`src/rtl/ipi_pkg.sv`:
```
package ipi_pkg;
   localparam int REG_W = 32;

   localparam int VEC_LSB  = 0;
   localparam int MODE_LSB = 8;
   localparam int BUSY_BIT = 12;
   localparam int LVL_BIT  = 14;
   localparam int TRIG_BIT = 15;
   localparam int SH_LSB   = 18;

   typedef enum logic [2:0] {
      DM_FIXED = 3'b000,
      DM_NMI   = 3'b100,
      DM_INIT  = 3'b101,
      DM_START = 3'b110
   } dmode_e;

   typedef enum logic [1:0] {
      SH_FIELD   = 2'b00,
      SH_SELF    = 2'b01,
      SH_ALL_INC = 2'b10,
      SH_ALL_EXC = 2'b11
   } shorthand_e;

   typedef struct packed {
      logic [1:0] shorthand;
      logic       trigger;
      logic       level;
      logic [2:0] mode;
      logic [7:0] vector;
   } ipi_cmd_t;
endpackage

```
`src/rtl/ipi_field_dec.sv`:
```
module ipi_field_dec
   import ipi_pkg::*;
(
   input  logic [REG_W-1:0] word,
   output ipi_cmd_t         cmd
);
   always_comb begin
      cmd.vector    = word[VEC_LSB +: 8];
      cmd.mode      = word[MODE_LSB +: 3];
      cmd.level     = word[LVL_BIT];
      cmd.trigger   = word[TRIG_BIT];
      cmd.shorthand = word[SH_LSB +: 2];
   end

   logic unused_bits;
   assign unused_bits = ^{word[REG_W-1:SH_LSB+2], word[17:16], word[13:11]};
endmodule

```
`src/rtl/ipi_dest_sel.sv`:
```
module ipi_dest_sel
   import ipi_pkg::*;
#(
   parameter int          ID_W    = 8,
   parameter int unsigned SELF_ID = 5
) (
   input  logic [1:0]      shorthand,
   input  logic [ID_W-1:0] field_id,
   output logic [ID_W-1:0] dest_id
);
   localparam logic [ID_W-1:0] SELF_V = ID_W'(SELF_ID);

   always_comb begin
      unique case (shorthand_e'(shorthand))
         SH_FIELD:   dest_id = field_id;
         SH_SELF:    dest_id = SELF_V;
         default:    dest_id = '1;
      endcase
   end
endmodule

```
`src/rtl/ipi_launch_ctl.sv`:
```
module ipi_launch_ctl
   import ipi_pkg::*;
#(
   parameter int ID_W = 8
) (
   input  logic            clk,
   input  logic            rst_n,
   input  logic            lo_wr,
   input  ipi_cmd_t        cmd_in,
   input  logic [ID_W-1:0] dest_in,
   input  logic            ready,
   output logic            busy,
   output logic            err,
   output ipi_cmd_t        cmd_q,
   output logic [ID_W-1:0] dest_q
);
   always_ff @(posedge clk or negedge rst_n) begin
      if (!rst_n) begin
         busy   <= 1'b0;
         err    <= 1'b0;
         cmd_q  <= '0;
         dest_q <= '0;
      end else if (lo_wr && !busy) begin
         busy   <= 1'b1;
         err    <= 1'b0;
         cmd_q  <= cmd_in;
         dest_q <= dest_in;
      end else begin
         if (busy && ready) busy <= 1'b0;
         if (lo_wr && busy) err  <= 1'b1;
      end
   end
endmodule

```
`src/rtl/ipi_cmd_reg.sv`:
```
module ipi_cmd_reg
   import ipi_pkg::*;
#(
   parameter int          ID_W    = 8,
   parameter int          ID_LSB  = 24,
   parameter int unsigned SELF_ID = 5
) (
   input  logic            clk,
   input  logic            rst_n,
   input  logic            wr_en,
   input  logic            wr_sel_hi,
   input  logic [31:0]     wr_data,
   input  logic            rd_sel_hi,
   output logic [31:0]     rd_data,
   output logic            msg_valid,
   input  logic            msg_ready,
   output logic [7:0]      msg_vector,
   output logic [2:0]      msg_mode,
   output logic            msg_level,
   output logic            msg_trigger,
   output logic [1:0]      msg_shorthand,
   output logic [ID_W-1:0] msg_dest,
   output logic            send_err
);
   localparam int ID_MSB = ID_LSB + ID_W - 1;

   generate
      if (ID_W < 1 || ID_W > 8) begin : g_bad_idw
         $error("ipi_cmd_reg: ID_W must be 1..8");
      end
      if (ID_LSB < 0 || ID_MSB >= REG_W) begin : g_bad_lsb
         $error("ipi_cmd_reg: identifier field outside the word");
      end
      if (SELF_ID >= (1 << ID_W)) begin : g_bad_self
         $error("ipi_cmd_reg: SELF_ID does not fit ID_W");
      end
   endgenerate

   logic [ID_W-1:0] hi_id;
   logic            lo_wr;
   ipi_cmd_t        cmd_dec, cmd_q;
   logic [ID_W-1:0] dest_res;
   logic            busy;
   logic [31:0]     hi_word, lo_word;

   assign lo_wr = wr_en && !wr_sel_hi;

   always_ff @(posedge clk or negedge rst_n) begin
      if (!rst_n)                hi_id <= '0;
      else if (wr_en && wr_sel_hi) hi_id <= wr_data[ID_LSB +: ID_W];
   end

   ipi_field_dec dec_i (
      .word (wr_data),
      .cmd  (cmd_dec)
   );

   ipi_dest_sel #(.ID_W(ID_W), .SELF_ID(SELF_ID)) dsel_i (
      .shorthand (cmd_dec.shorthand),
      .field_id  (hi_id),
      .dest_id   (dest_res)
   );

   ipi_launch_ctl #(.ID_W(ID_W)) ctl_i (
      .clk     (clk),
      .rst_n   (rst_n),
      .lo_wr   (lo_wr),
      .cmd_in  (cmd_dec),
      .dest_in (dest_res),
      .ready   (msg_ready),
      .busy    (busy),
      .err     (send_err),
      .cmd_q   (cmd_q),
      .dest_q  (msg_dest)
   );

   generate
      for (genvar b = 0; b < REG_W; b++) begin : g_hi_rd
         if (b >= ID_LSB && b <= ID_MSB) begin : g_id
            assign hi_word[b] = hi_id[b-ID_LSB];
         end else begin : g_zero
            assign hi_word[b] = 1'b0;
         end
      end
   endgenerate

   always_comb begin
      lo_word                     = '0;
      lo_word[VEC_LSB +: 8]       = cmd_q.vector;
      lo_word[MODE_LSB +: 3]      = cmd_q.mode;
      lo_word[BUSY_BIT]           = busy;
      lo_word[LVL_BIT]            = cmd_q.level;
      lo_word[TRIG_BIT]           = cmd_q.trigger;
      lo_word[SH_LSB +: 2]        = cmd_q.shorthand;
   end

   assign rd_data       = rd_sel_hi ? hi_word : lo_word;
   assign msg_valid     = busy;
   assign msg_vector    = cmd_q.vector;
   assign msg_mode      = cmd_q.mode;
   assign msg_level     = cmd_q.level;
   assign msg_trigger   = cmd_q.trigger;
   assign msg_shorthand = cmd_q.shorthand;
endmodule

```
`config.mk`:
```
export PLATFORM = sky130hd
export DESIGN_NAME = ipi_cmd_reg
export DESIGN_NICKNAME = d
export VERILOG_FILES = /design/src/rtl/ipi_pkg.sv /design/src/rtl/ipi_field_dec.sv /design/src/rtl/ipi_dest_sel.sv /design/src/rtl/ipi_launch_ctl.sv /design/src/rtl/ipi_cmd_reg.sv
export SDC_FILE = /design/constraint.sdc
export NUM_CORES = 1
export LEC_CHECK = 0
export ABC_AREA = 1
export BUFFER_PORTS_ARGS = -buffer_cell sky130_fd_sc_hd__buf_4
export CAP_MARGIN = 40
export CORE_AREA = 10 10 55 89
export CTS_BUF_LIST = sky130_fd_sc_hd__clkbuf_2 sky130_fd_sc_hd__clkbuf_4 sky130_fd_sc_hd__clkbuf_8
export DETAILED_ROUTE_END_ITERATION = 7
export DIE_AREA = 0 0 65 99
export PLACE_DENSITY = 0.89
export SLEW_MARGIN = 20
export SYNTH_ARGS = -nofsm -noshare
export SYNTH_HDL_FRONTEND = slang
export SYNTH_SLANG_ARGS = --single-unit
export TNS_END_PERCENT = 5
```
`constraint.sdc`:
```
create_clock -name clk -period 1.9 [get_ports clk]
set_input_delay 0.285 -clock clk [delete_from_list [all_inputs] [get_ports clk]]
set_output_delay 0.285 -clock clk [all_outputs]
set_load 0.02 [all_outputs]
```
Word-level counts from Yosys, hierarchy flattened
Cells that the tools add are included. Widths: inputs -> output; s select.

Flip-flop bits (word level): 33. Latch bits: 0. RAM bits: 0. Memory bits (read-only): 0. Input bits: 38. Word-level logic and storage cells: 26. Memories: 0.

Add/subtract/negate cells: 0. $mul: 0. Divide/modulo/power cells: 0. Magnitude comparators: 0. Equality and inequality tests: 1. Shift-type cells: 0. Mux-type cells: 6. Bitwise gates (word level): 0. Reductions and logical operators: 10.

Operator list (count): $mux 32 (1); $pmux 8 s2 (1); $logic_and 1x1->1 (5); $mux 1 (4); $reduce_bool 2->1 (2); $eq 2x1->1 const B (1); $logic_not 1->1 (2); $logic_not 2->1 (1).

Longest topological paths before layout
Gate-level depths: netlist of run 1.

Word-level depth: 5. Mapped depth: 6. Depth with buffers taken out: 5.

By module
Synthesis of run 1 repeated with hierarchy kept, for this count alone.

Cells, all modules: 236. Area, all modules: 1826.8 um^2.

Modules (own cells, without submodules): ipi_launch_ctl (times used 1, cells an instance 106, area an instance 1046.0 um^2, seq. area each 625.6 um^2); ipi_cmd_reg (times used 1, cells an instance 96, area an instance 596.8 um^2, seq. area each 200.2 um^2); ipi_field_dec (times used 1, cells an instance 15, area an instance 112.6 um^2, seq. area each 0.0 um^2); ipi_dest_sel (times used 1, cells an instance 19, area an instance 71.3 um^2, seq. area each 0.0 um^2).

Worst setup path before layout of run 1
No wires, ideal clock.

Path kind: reg-to-output. From: reg ctl_i.busy. To: out rd_data[12]. Arrival time: 897 ps. Path slack: 718 ps. Cell stages (with the launch flop): 3. Cells stage by stage: dfrtp_1 -> inv_1 -> nor2_1.

Word-level cells in the longest chain between the ends: 1.

RTL lines: start: declaration (RTL line ipi_launch_ctl.sv:12) `output logic busy,`; start signal: assignment (RTL line ipi_launch_ctl.sv:19) `busy <= 1'b0;`; start signal: assignment (RTL line ipi_launch_ctl.sv:24) `busy <= 1'b1;`; start signal: assignment (RTL line ipi_launch_ctl.sv:29) `if (busy && ready) busy <= 1'b0;`; $mux 32 (RTL line ipi_cmd_reg.sv:97) `assign rd_data = rd_sel_hi ? hi_word : lo_word;`; end: declaration (RTL line ipi_cmd_reg.sv:14) `output logic [31:0] rd_data,`.

No other way between the ends.

Worst setup path in the final report of run 1
From: reg ctl_i.busy. To: reg ctl_i.dest_q[5].

Word-level cells in the longest chain between the ends: 2.

RTL lines: $logic_not 1->1 (RTL line ipi_launch_ctl.sv:23) `end else if (lo_wr && !busy) begin`; $logic_and 1x1->1 (RTL line ipi_launch_ctl.sv:23); end signal: assignment (RTL line ipi_launch_ctl.sv:27) `dest_q <= dest_in;`; end: declaration (RTL line ipi_launch_ctl.sv:15) `output logic [ID_W-1:0] dest_q`.

No other way between the ends. A chain may end at the register's enable or synchronous reset.

==> results of run 1 <==
==> metal layers <==
| layer | share of wire (%) | global-route usage, % | vias up | wire length (um) |
|---|---|---|---|---|
| met4 | 1.4 | 7.12 | 0 | 64 |
| met1 | 35 | 12.7 | 706 | 1590 |
| met2 | 57 | 26.4 | 49 | 2580 |
| met5 | 0 | 0 | - | 0 |
| li1 | - | - | 750 | - |
| met3 | 6.7 | 5.33 | 6 | 306 |
==> worst paths after layout <==
kind	endpoint	slack, ps	cells past startpoint
setup / recovery	ctl_i.dest_q[5]$_DFFE_PN0P_	470	5
hold / removal	ctl_i.busy$_DFFE_PN0P_	180	2
setup reg to reg	ctl_i.dest_q[5]$_DFFE_PN0P_	470	5
hold reg to reg	ctl_i.dest_q[4]$_DFFE_PN0P_	480	2
max in group asynchronous	ctl_i.cmd_q[13]$_DFFE_PN0P_	1130	2
min in group asynchronous	hi_id[2]$_DFFE_PN0P_	470	2
==> worst max-delay path, delay by kind of cell (launching register included) <==
family / cells / cell delay, ps
buffers and inverters: 2 / 440
flip-flops: 1 / 420
AND/OR/NAND/NOR: 3 / 450
==> power groups by stage <==
stage	combinational [mW]	clock [mW]	sequential (mW)
after floorplan	0.296	0	1.04
after global placement	0.759	0	0.920
after detailed placement	0.781	0	0.927
after CTS	0.783	0.548	0.916
after global routing	0.840	0.588	0.930
final	0.769	0.537	0.914
==> metrics by stage <==
step	hold slack (ps)	setup slack [ps]	power (mW)	cell area, um2
detailed placement	249	452	1.71	2140
global route	186	305	2.36	2240
CTS	167	436	2.25	2240
global placement	244	495	1.68	2140
floorplan	-10.6	718	1.34	1610
finish	176	473	2.22	2240
==> placed cells by master (no fill, tap or decap) <==
| cell | n |
|---|---|
| nand2_1 | 86 |
| buf_4 | 78 |
| inv_1 | 34 |
| dfrtp_1 | 33 |
| nor2_1 | 24 |
| conb_1 | 8 |
| a21oi_1 | 7 |
| clkbuf_8 | 6 |
| o21bai_1 | 5 |
| nand3_1 | 2 |
| o21ai_0 | 2 |
| nor2_4 | 1 |
| clkbuf_4 | 1 |
| dlygate4sd3_1 | 1 |
==> area by class of cell <==
| type | count | area (um2) |
|---|---|---|
| fillers | 312 | 1160 |
| repair buffers | 79 | 596 |
| multi-input cells | 135 | 547 |
| flip-flops and latches | 33 | 826 |
| well taps | 45 | 56.3 |
| inverters | 34 | 128 |
| clock buffers | 7 | 90.1 |
==> sequential cells by signal, indices dropped and copies added (netlist names) <==
register and cells:
ctl_i.dest_q 8, ctl_i.busy 1, hi_id 8, ctl_i.cmd_q 15, ctl_i.err 1
==> cell families (layout without fill, tap and decap cells) <==
family / after synthesis / in the layout / synth area share (%)
buffers and inverters: 50 / 120 / 14.7
AO/OA/AOI/OAI: 14 / 14 / 5.23
flip-flops: 33 / 33 / 52.3
AND/OR/NAND/NOR: 113 / 113 / 27.5
other: 1 / 8 / 0.237
==> results by group, run 1 <==
Worst setup path
  – Critical path's largest stage delay: 420 ps
  – Worst-path cell chain: inv_1, nand3_1, buf_4, nand2_1, nand2_1
  – Crit path top cell by count: nand2_1
  – Setup crit start: ctl_i.busy$_DFFE_PN0P_
  – Crit. End Element: flop
  – WP data required: 2070 ps
  – Critical path startpoint category: flop
  – Crit-path max FO: 14
  – Crit path kind: flop to flop
  – WP data arrival: 1600 ps
  – Critical R2R Launch: ctl_i.busy$_DFFE_PN0P_
  – Slowest cell on the critical path: dfrtp_1

Timing
  – Final setup viols: 0
  – Worst-Margin Slew: 521 ps
  – Rel. slew slack: 65.2%
  – Slew Limit Fails: 0
  – RSZ-0062 raised after global routing: false
  – Tmin final: 1430 ps
  – Fin crit share: 75.1%
  – Max Fclk: 701 MHz
  – Final Hold Vio Count: 0
  – TNS Setup: 0 ps
  – Clk_skew: 7.30 ps

Clock network
  – Post-CTS Resized: 0
  – Reg clk slew, reported paths: 60 ps
  – Hold-fix buffers, CTS: 1
  – CTS Root Cell: clkbuf_8
  – Number of setup buffers added after CTS: 0
  – Sink Count: 33
  – Clock Path Buffers: 2
  – CTS tree: done
  – CTS Buf Count: 5
  – Clock H-tree levels: 2
  – Clk Latency, worst-skew pair: 280 ps

Synthesis
  – Syn. warnings: 0
  – Asr flop ratio synth: 100%
  – Mapped cell area: 1580 um2
  – Number of synthesized flops with an enable pin: 0
  – Mean post-synth cell area: 7.48 um2
  – Ys flop type: dfrtp_1
  – Cells after synthesis: 211
  – Area leader, netlist: dfrtp_1
  – Top post-synthesis cells by count: nand2_1 (86), inv_1 (34), dfrtp_1 (33), nor2_1 (24), buf_4 (11)
  – Top cells by area, synth: dfrtp_1 (52%), nand2_1 (20%), inv_1 (8.1%)
  – Register area share after synthesis: 52.3%
  – Synth top area share: 52.3%
  – Count of cell types in the netlist: 13
  – Most numerous cell in the Yosys netlist: nand2_1
  – Seq cells post-synth: 33

Die
  – Die Height: 99 um
  – # IOs: 95
  – Die X: 65 um
  – Die ar.: 6440 um2
  – Core ar.: 3400 um2
  – Rows: 28
  – Initial Util: 46.5%

Global route
  – First-pass GRT wire length: 7310 um
  – Largest net degree at the start of global routing: 34
  – Total track usage: 14.2%
  – Congestion Overflow GR: 0
  – Vias in the first global route: 1548
  – Initial antenna violation count: 0

Placement
  – PortBufs: 77
  – # placed instances: 325
  – RD Place Congestion: 0.743
  – Dpl hpwl: 3570 um

Finish
  – Nets: 326
  – P&R area growth vs syn: 42.0%
  – Layout Cells excl Fill: 333
  – Layout cell share with drive strength beyond 1: 29.9%
  – ANT cells: 0
  – Util after Layout: 66.0%

Routing
  – DRT iter0 DRCs: 42
  – WL final: 4550 um
  – Post-DR wirelength/cell: 13.6 um
  – Drt drc: 0
  – Final ANT Viol Nets: 0
  – DR vias: 1511
  – Vias per std cell: 4.54
  – DRT Pass-1 Iters: 4

Power and ir drop
  – Pwr dens: 990 nW/um2
  – Int Power: 1.44 mW
  – Flop pwr share: 41.2%
  – Clock share of power: 24.2%
  – Worst VDD drop: 0.655 mV
  – Combinational share of power: 34.6%
  – Static leakage: 1.36 nW
  – Switch Pwr: 778 uW
  – Switch share: 35.0%

Worst hold path
  – Min-delay worst type: primary input to flop
  – Min-delay src: msg_ready

Job
  – Max Cap Violations: 0

Status
  – Status: completed
(Power assumes the default switching activity.)
==> run 2, diff against run 1 <==
- CORE_AREA: 10 10 55 89 -> 10 10 57 93
- DIE_AREA: 0 0 65 99 -> 0 0 67 103
- PLACE_DENSITY: 0.89 -> 0.82
- clock period: 1.9 -> 1.5 ns (I/O delays scaled with it)
==> run 2 against run 1 <==
Net effect:
- global-route usage down 1.1 points
- die area up 7.2%
- highest routed layer unchanged
- final cell count up 1.8%
- sequential power up 27%
- clock power up 28%
- power up 27%
==> results by group, run 2 (synthesis gave the netlist of run 1 again) <==
Timing
  – Tmin final: 1260 ps
  – TNS Setup: 0 ps
  – Final Hold Vio Count: 0
  – Final worst setup slack: 242 ps
  – Clk_skew: 4.74 ps
  – Min Hold Slack: 118 ps
  – Slew Limit Fails: 0
  – Max Fclk: 795 MHz
  – RSZ-0062 raised after global routing: false
  – Final setup viols: 0
  – Fin crit share: 83.9%

Finish
  – Largest registers: ctl_i.cmd_q x15, ctl_i.dest_q x8, hi_id x8
  – Layout Cells excl Fill: 339
  – Seq. cell area: 826 um2
  – Fin area: 2260 um2
  – ANT cells: 0
  – P&R area growth vs syn: 43.3%
  – Commonest non-fill, non-tap cells in the layout: nand2_1 (86), buf_4 (80), inv_1 (34), dfrtp_1 (33), nor2_1 (24)
  – Layout cell share with drive strength beyond 1: 30.6%
  – Multi-input combinational cell area: 547 um2
  – Largest Register: ctl_i.cmd_q
  – # fillers: 357
  – Max reg flops: 15
  – Commonest non-fill, non-tap cell in the layout: nand2_1
  – Nets: 328

Worst setup path
  – WP data arrival: 1030 ps
  – Slowest cell on the critical path: dfrtp_1
  – Crit. End Element: primary output
  – WP buf/inv: 2
  – Worst r2r path cells: 5
  – Crit path kind: flop to primary output
  – Reg-to-Reg End: ctl_i.dest_q[3]$_DFFE_PN0P_
  – WP data required: 1270 ps
  – Worst-path cell chain: inv_1, nor2_1, buf_4
  – Critical R2R Launch: ctl_i.busy$_DFFE_PN0P_
  – Critical path's largest stage delay: 410 ps
  – R2R setup slack: 430 ps
  – Crit-path max FO: 4
  – CP top delay family: flip-flops
  – Critical path startpoint category: flop

Clock network
  – Reg clk slew, reported paths: 60 ps
  – Post-CTS Resized: 0
  – CTS Buf Count: 5
  – Clk Latency, worst-skew pair: 280 ps
  – Number of setup buffers added after CTS: 0
  – CTS Root Cell: clkbuf_8
  – Sink Count: 33
  – CTS tree: done
  – Clock Path Buffers: 2
  – Clock H-tree levels: 2
  – Hold-fix buffers, CTS: 1

Die
  – Rows: 30
  – Die ar.: 6900 um2
  – Initial Util: 41.7%
  – # IOs: 95
  – Core ar.: 3790 um2
  – Die X: 67 um
  – Die Height: 103 um

Global route
  – Largest net degree at the start of global routing: 34
  – First-pass GRT wire length: 7000 um
  – Vias in the first global route: 1530
  – Global route hottest layer: met2
  – Initial antenna violation count: 0
  – GR Util met2: 24.2%
  – Met1 Use GR: 12.4%
  – GRT met3 Usage: 4.79%
  – Congestion Overflow GR: 0
  – Total track usage: 13.2%

Routing
  – DRT iter0 DRCs: 44
  – Drt drc: 0
  – Post-DR wirelength/cell: 13.3 um
  – DRT Pass-1 Iters: 4
  – WL final: 4530 um
  – Final ANT Viol Nets: 0
  – Vias per std cell: 4.47
  – DR vias: 1517

Placement
  – DP Area: 2160 um2
  – RD Place Congestion: 0.782
  – Dpl hpwl: 3550 um
  – PortBufs: 77
  – Dpl ws: 393 ps
  – # placed instances: 330

Power and ir drop
  – Static leakage: 1.38 nW
  – Worst VDD drop: 0.670 mV
  – Pwr dens: 1240 nW/um2

Worst hold path
  – Min-delay worst type: primary input to flop
  – Hold Path End: ctl_i.busy$_DFFE_PN0P_
  – Worst hold path depth: 2
  – Min-delay src: msg_ready

Job
  – Max Cap Violations: 0

Status
  – Status: completed
## run 2: layer usage
layer  up-vias  part of all wire, %  routed length, um
met5         -                    0                  0
met4         0                  1.8                 80
met2        54                   56               2550
li1        752                    -                  -
met3         7                  8.8                398
met1       704                   33               1500
## run 2: final cells by class
| type | count | area share [%] |
|---|---|---|
| flip-flops and latches | 33 | 36.5 |
| well taps | 48 | 2.65 |
| clock buffers | 8 | 4.04 |
| repair buffers | 81 | 27.0 |
| multi-input cells | 135 | 24.2 |
| inverters | 34 | 5.64 |
## run 2: power breakdown
group / total (mW) / internal, mW / switching, mW
registers: 1.16 / 1.05 / 0.109
logic: 0.974 / 0.402 / 0.571
clock network: 0.685 / 0.383 / 0.301
total: 2.81 / 1.83 / 0.981
## run 2: through the flow
stage	total power, mW	utilization, %
global placement	2.14	57.0
global route	3.00	59.7
finish	2.81	59.7
floorplan	1.69	-
detailed placement	2.16	57.0
CTS	2.85	59.7
## run 2: how the worst max path moves through the flow
| stage | start | endpoint | cells after the start |
|---|---|---|---|
| 2_1_floorplan | ctl_i.busy$_DFFE_PN0P_ | ctl_i.cmd_q[13]$_DFFE_PN0P_ | 5 |
| 3_3_place_gp | wr_sel_hi | ctl_i.dest_q[0]$_DFFE_PN0P_ | 7 |
| 3_5_place_dp | wr_sel_hi | ctl_i.cmd_q[4]$_DFFE_PN0P_ | 7 |
| 4_1_cts | ctl_i.busy$_DFFE_PN0P_ | rd_data[12] | 3 |
| 5_1_grt | ctl_i.busy$_DFFE_PN0P_ | rd_data[12] | 3 |
| 6_report | ctl_i.busy$_DFFE_PN0P_ | rd_data[12] | 3 |
==> run 3, diff against run 2 <==
- ABC_AREA: 1 -> 0
- CORE_AREA: 10 10 57 93 -> 10 10 56 91
- DIE_AREA: 0 0 67 103 -> 0 0 66 101
- PLACE_DENSITY: 0.82 -> 0.83
- clock period: 1.5 -> 1.17 ns (I/O delays scaled with it)
==> run 3 against run 2 <==
Net effect:
- clock skew up 1.1 ps
- wire length down 7.5%
- global-route usage down 1.2 points
- core utilization up 4.4 points
- largest cell class unchanged
- sequential power up 30%
- register-to-register slack worse by 560 ps
- critical endpoint is now ctl_i.cmd_q[4]$_DFFE_PN0P_
- count of clock-buffer cells in the layout unchanged
- non-clock buffer count up 3
- the flow now finishes with violations (setup timing)
- synthesized cell count down 41%
- hold slack worse by 53 ps
==> results by group, run 3 <==
Status
  – Status: finished, violations left
  – Failing checks: setup timing

Job
  – Max Cap Violations: 0

Synthesis
  – Register area share after synthesis: 54.9%
  – Number of synthesized flops with an enable pin: 0
  – Seq cells post-synth: 33
  – Top cells by area, synth: dfrtp_1 (55%), mux2_2 (18%), nor2b_1 (6.7%)
  – Ys flop type: dfrtp_1
  – Area leader, netlist: dfrtp_1
  – Count of cell types in the netlist: 17
  – Syn. warnings: 0
  – Mean post-synth cell area: 12.0 um2
  – Cells after synthesis: 125
  – Mapped cell area: 1500 um2
  – Top post-synthesis cells by count: dfrtp_1 (33), mux2_2 (24), nor2b_1 (16), a21oi_1 (14), buf_4 (9)
  – Synth top area share: 54.9%
  – Most numerous cell in the Yosys netlist: dfrtp_1
  – Asr flop ratio synth: 100%

Global route
  – Global route hottest layer: met2
  – GR Util met2: 22.1%
  – Met1 Use GR: 10.2%
  – Total track usage: 11.9%
  – Initial antenna violation count: 0
  – Congestion Overflow GR: 0
  – Vias in the first global route: 1326
  – GRT met3 Usage: 7.24%
  – First-pass GRT wire length: 6290 um
  – Largest net degree at the start of global routing: 34

Timing
  – Final Hold Vio Count: 0
  – Final worst setup slack: -132 ps
  – RSZ-0062 raised after global routing: true
  – Max Fclk: 768 MHz
  – Slew Limit Fails: 0
  – Tmin final: 1300 ps
  – Clk_skew: 5.82 ps
  – Fin crit share: 111%
  – Final setup viols: 22

Clock network
  – CTS Buf Count: 5
  – CTS Root Cell: clkbuf_8
  – Clk Latency, worst-skew pair: 280 ps
  – Reg clk slew, reported paths: 70 ps
  – Clock Path Buffers: 2
  – Clock H-tree levels: 2
  – CTS tree: done
  – Sink Count: 33
  – Number of setup buffers added after CTS: 0

Routing
  – WL final: 4180 um
  – Drt drc: 0
  – DRT iter0 DRCs: 14
  – Post-DR wirelength/cell: 16.3 um
  – DR vias: 1187
  – Vias per std cell: 4.64
  – Final ANT Viol Nets: 0
  – DRT Pass-1 Iters: 4

Finish
  – Largest Register: ctl_i.cmd_q
  – Commonest non-fill, non-tap cells in the layout: buf_4 (71), dfrtp_1 (32), mux2_2 (23), nor2b_1 (14), a21oi_1 (13)
  – Nets: 247
  – Fin area: 2300 um2
  – Layout cell share with drive strength beyond 1: 58.6%
  – Largest registers: ctl_i.cmd_q x15, ctl_i.dest_q x8, hi_id x8
  – P&R area growth vs syn: 53.1%
  – Max reg flops: 15
  – # fillers: 273
  – Commonest non-fill, non-tap cell in the layout: buf_4
  – ANT cells: 0

Worst setup path
  – Crit path kind: flop to flop
  – Worst-path cell chain: nor3b_4, buf_6, mux2_2
  – Crit. End Element: flop
  – WP data required: 1330 ps
  – Critical path startpoint category: flop
  – Critical path's largest stage delay: 430 ps
  – Worst r2r path cells: 3
  – Slowest cell on the critical path: dfrtp_2
  – Crit-path max FO: 12
  – WP data arrival: 1460 ps

Power and ir drop
  – Tot Pwr: 3.79 mW
  – Worst VDD drop: 1.11 mV
  – Pwr dens: 1640 nW/um2
  – Static leakage: 1.11 nW

Worst hold path
  – Worst hold path depth: 2
  – Min-delay worst type: primary input to flop

Die
  – Core ar.: 3590 um2
  – Die Height: 101 um
  – Die ar.: 6670 um2
  – Die X: 66 um
  – # IOs: 95
  – Initial Util: 41.9%
  – Rows: 29

Placement
  – Dpl hpwl: 3200 um
  – DP Area: 2120 um2
  – PortBufs: 77
  – RD Place Congestion: 0.739
==> run 3: routing by layer <==
metal / share of wire (%) / wire length (um)
met5: 0 / 0
met4: 1.4 / 59
met3: 13 / 528
met2: 55 / 2300
met1: 31 / 1300
==> run 3: power breakdown <==
part           switching [mW]  internal (mW)  total [mW]
sequential              0.148           1.36        1.51
clock                   0.380          0.526       0.905
combinational           0.695          0.680        1.38
==> run 3: cells by family (layout without fill, tap and decap cells) <==
family | after synthesis | after routing | share of synthesized area (%)
AO/OA/AOI/OAI | 14 | 14 | 4.66
buffers and inverters | 15 | 93 | 6.99
flip-flops | 33 | 33 | 54.9
multiplexers | 25 | 25 | 18.6
other | 1 | 8 | 0.249
AND/OR/NAND/NOR | 37 | 37 | 14.6
==> run 3: final timing paths <==
path | startpoint | end | slack, ps
max | ctl_i.busy$_DFFE_PN0P_ | ctl_i.cmd_q[4]$_DFFE_PN0P_ | -130
min | msg_ready | ctl_i.busy$_DFFE_PN0P_ | 70
max reg2reg | ctl_i.busy$_DFFE_PN0P_ | ctl_i.cmd_q[4]$_DFFE_PN0P_ | -130
min reg2reg | hi_id[5]$_DFFE_PN0P_ | hi_id[5]$_DFFE_PN0P_ | 520
max in group asynchronous | rst_n | ctl_i.busy$_DFFE_PN0P_ | 480
min in group asynchronous | rst_n | ctl_i.dest_q[5]$_DFFE_PN0P_ | 380
==> run 3: worst max-delay path, delay by kind of cell, from the launching register on <==
| family | cells | cell delay, ps |
|---|---|---|
| buffers and inverters | 1 | 190 |
| and+or+nand+nor | 1 | 230 |
| muxes | 1 | 340 |
| DFF | 1 | 430 |
==> run 3: what timing repair did <==
| item | in CTS | in global routing |
|---|---|---|
| hold endpoints to repair | 33 | 0 |
| pin swaps | 0 | 0 |
| gates resized for setup | 4 | 15 |
| hold buffers | 1 | 0 |
| setup endpoints to repair | 24 | 38 |
==> run 3: cell type report <==
| cell class | count | area, um2 | area share, % |
|---|---|---|---|
| inverters | 1 | 3.75 | 0.163 |
| multi-input cells | 84 | 629 | 27.3 |
| repair buffers | 84 | 687 | 29.8 |
| well taps | 46 | 57.6 | 2.50 |
| clock buffers | 8 | 97.6 | 4.24 |
| flip-flops and latches | 33 | 827 | 35.9 |
==> run 3: per-stage QoR <==
stage	hold slack (ps)	setup WS [ps]	util (%)	std cells	TNS [ps]
2_1_floorplan	-120	-179	-	132	-2500
6_report	65.0	-132	64.1	256	-2160
5_1_grt	52.3	-188	64.1	256	-3490
4_1_cts	58.3	-133	62.5	256	-2270
3_3_place_gp	141	-105	59.1	247	-1550
3_5_place_dp	143	-122	59.1	247	-1940
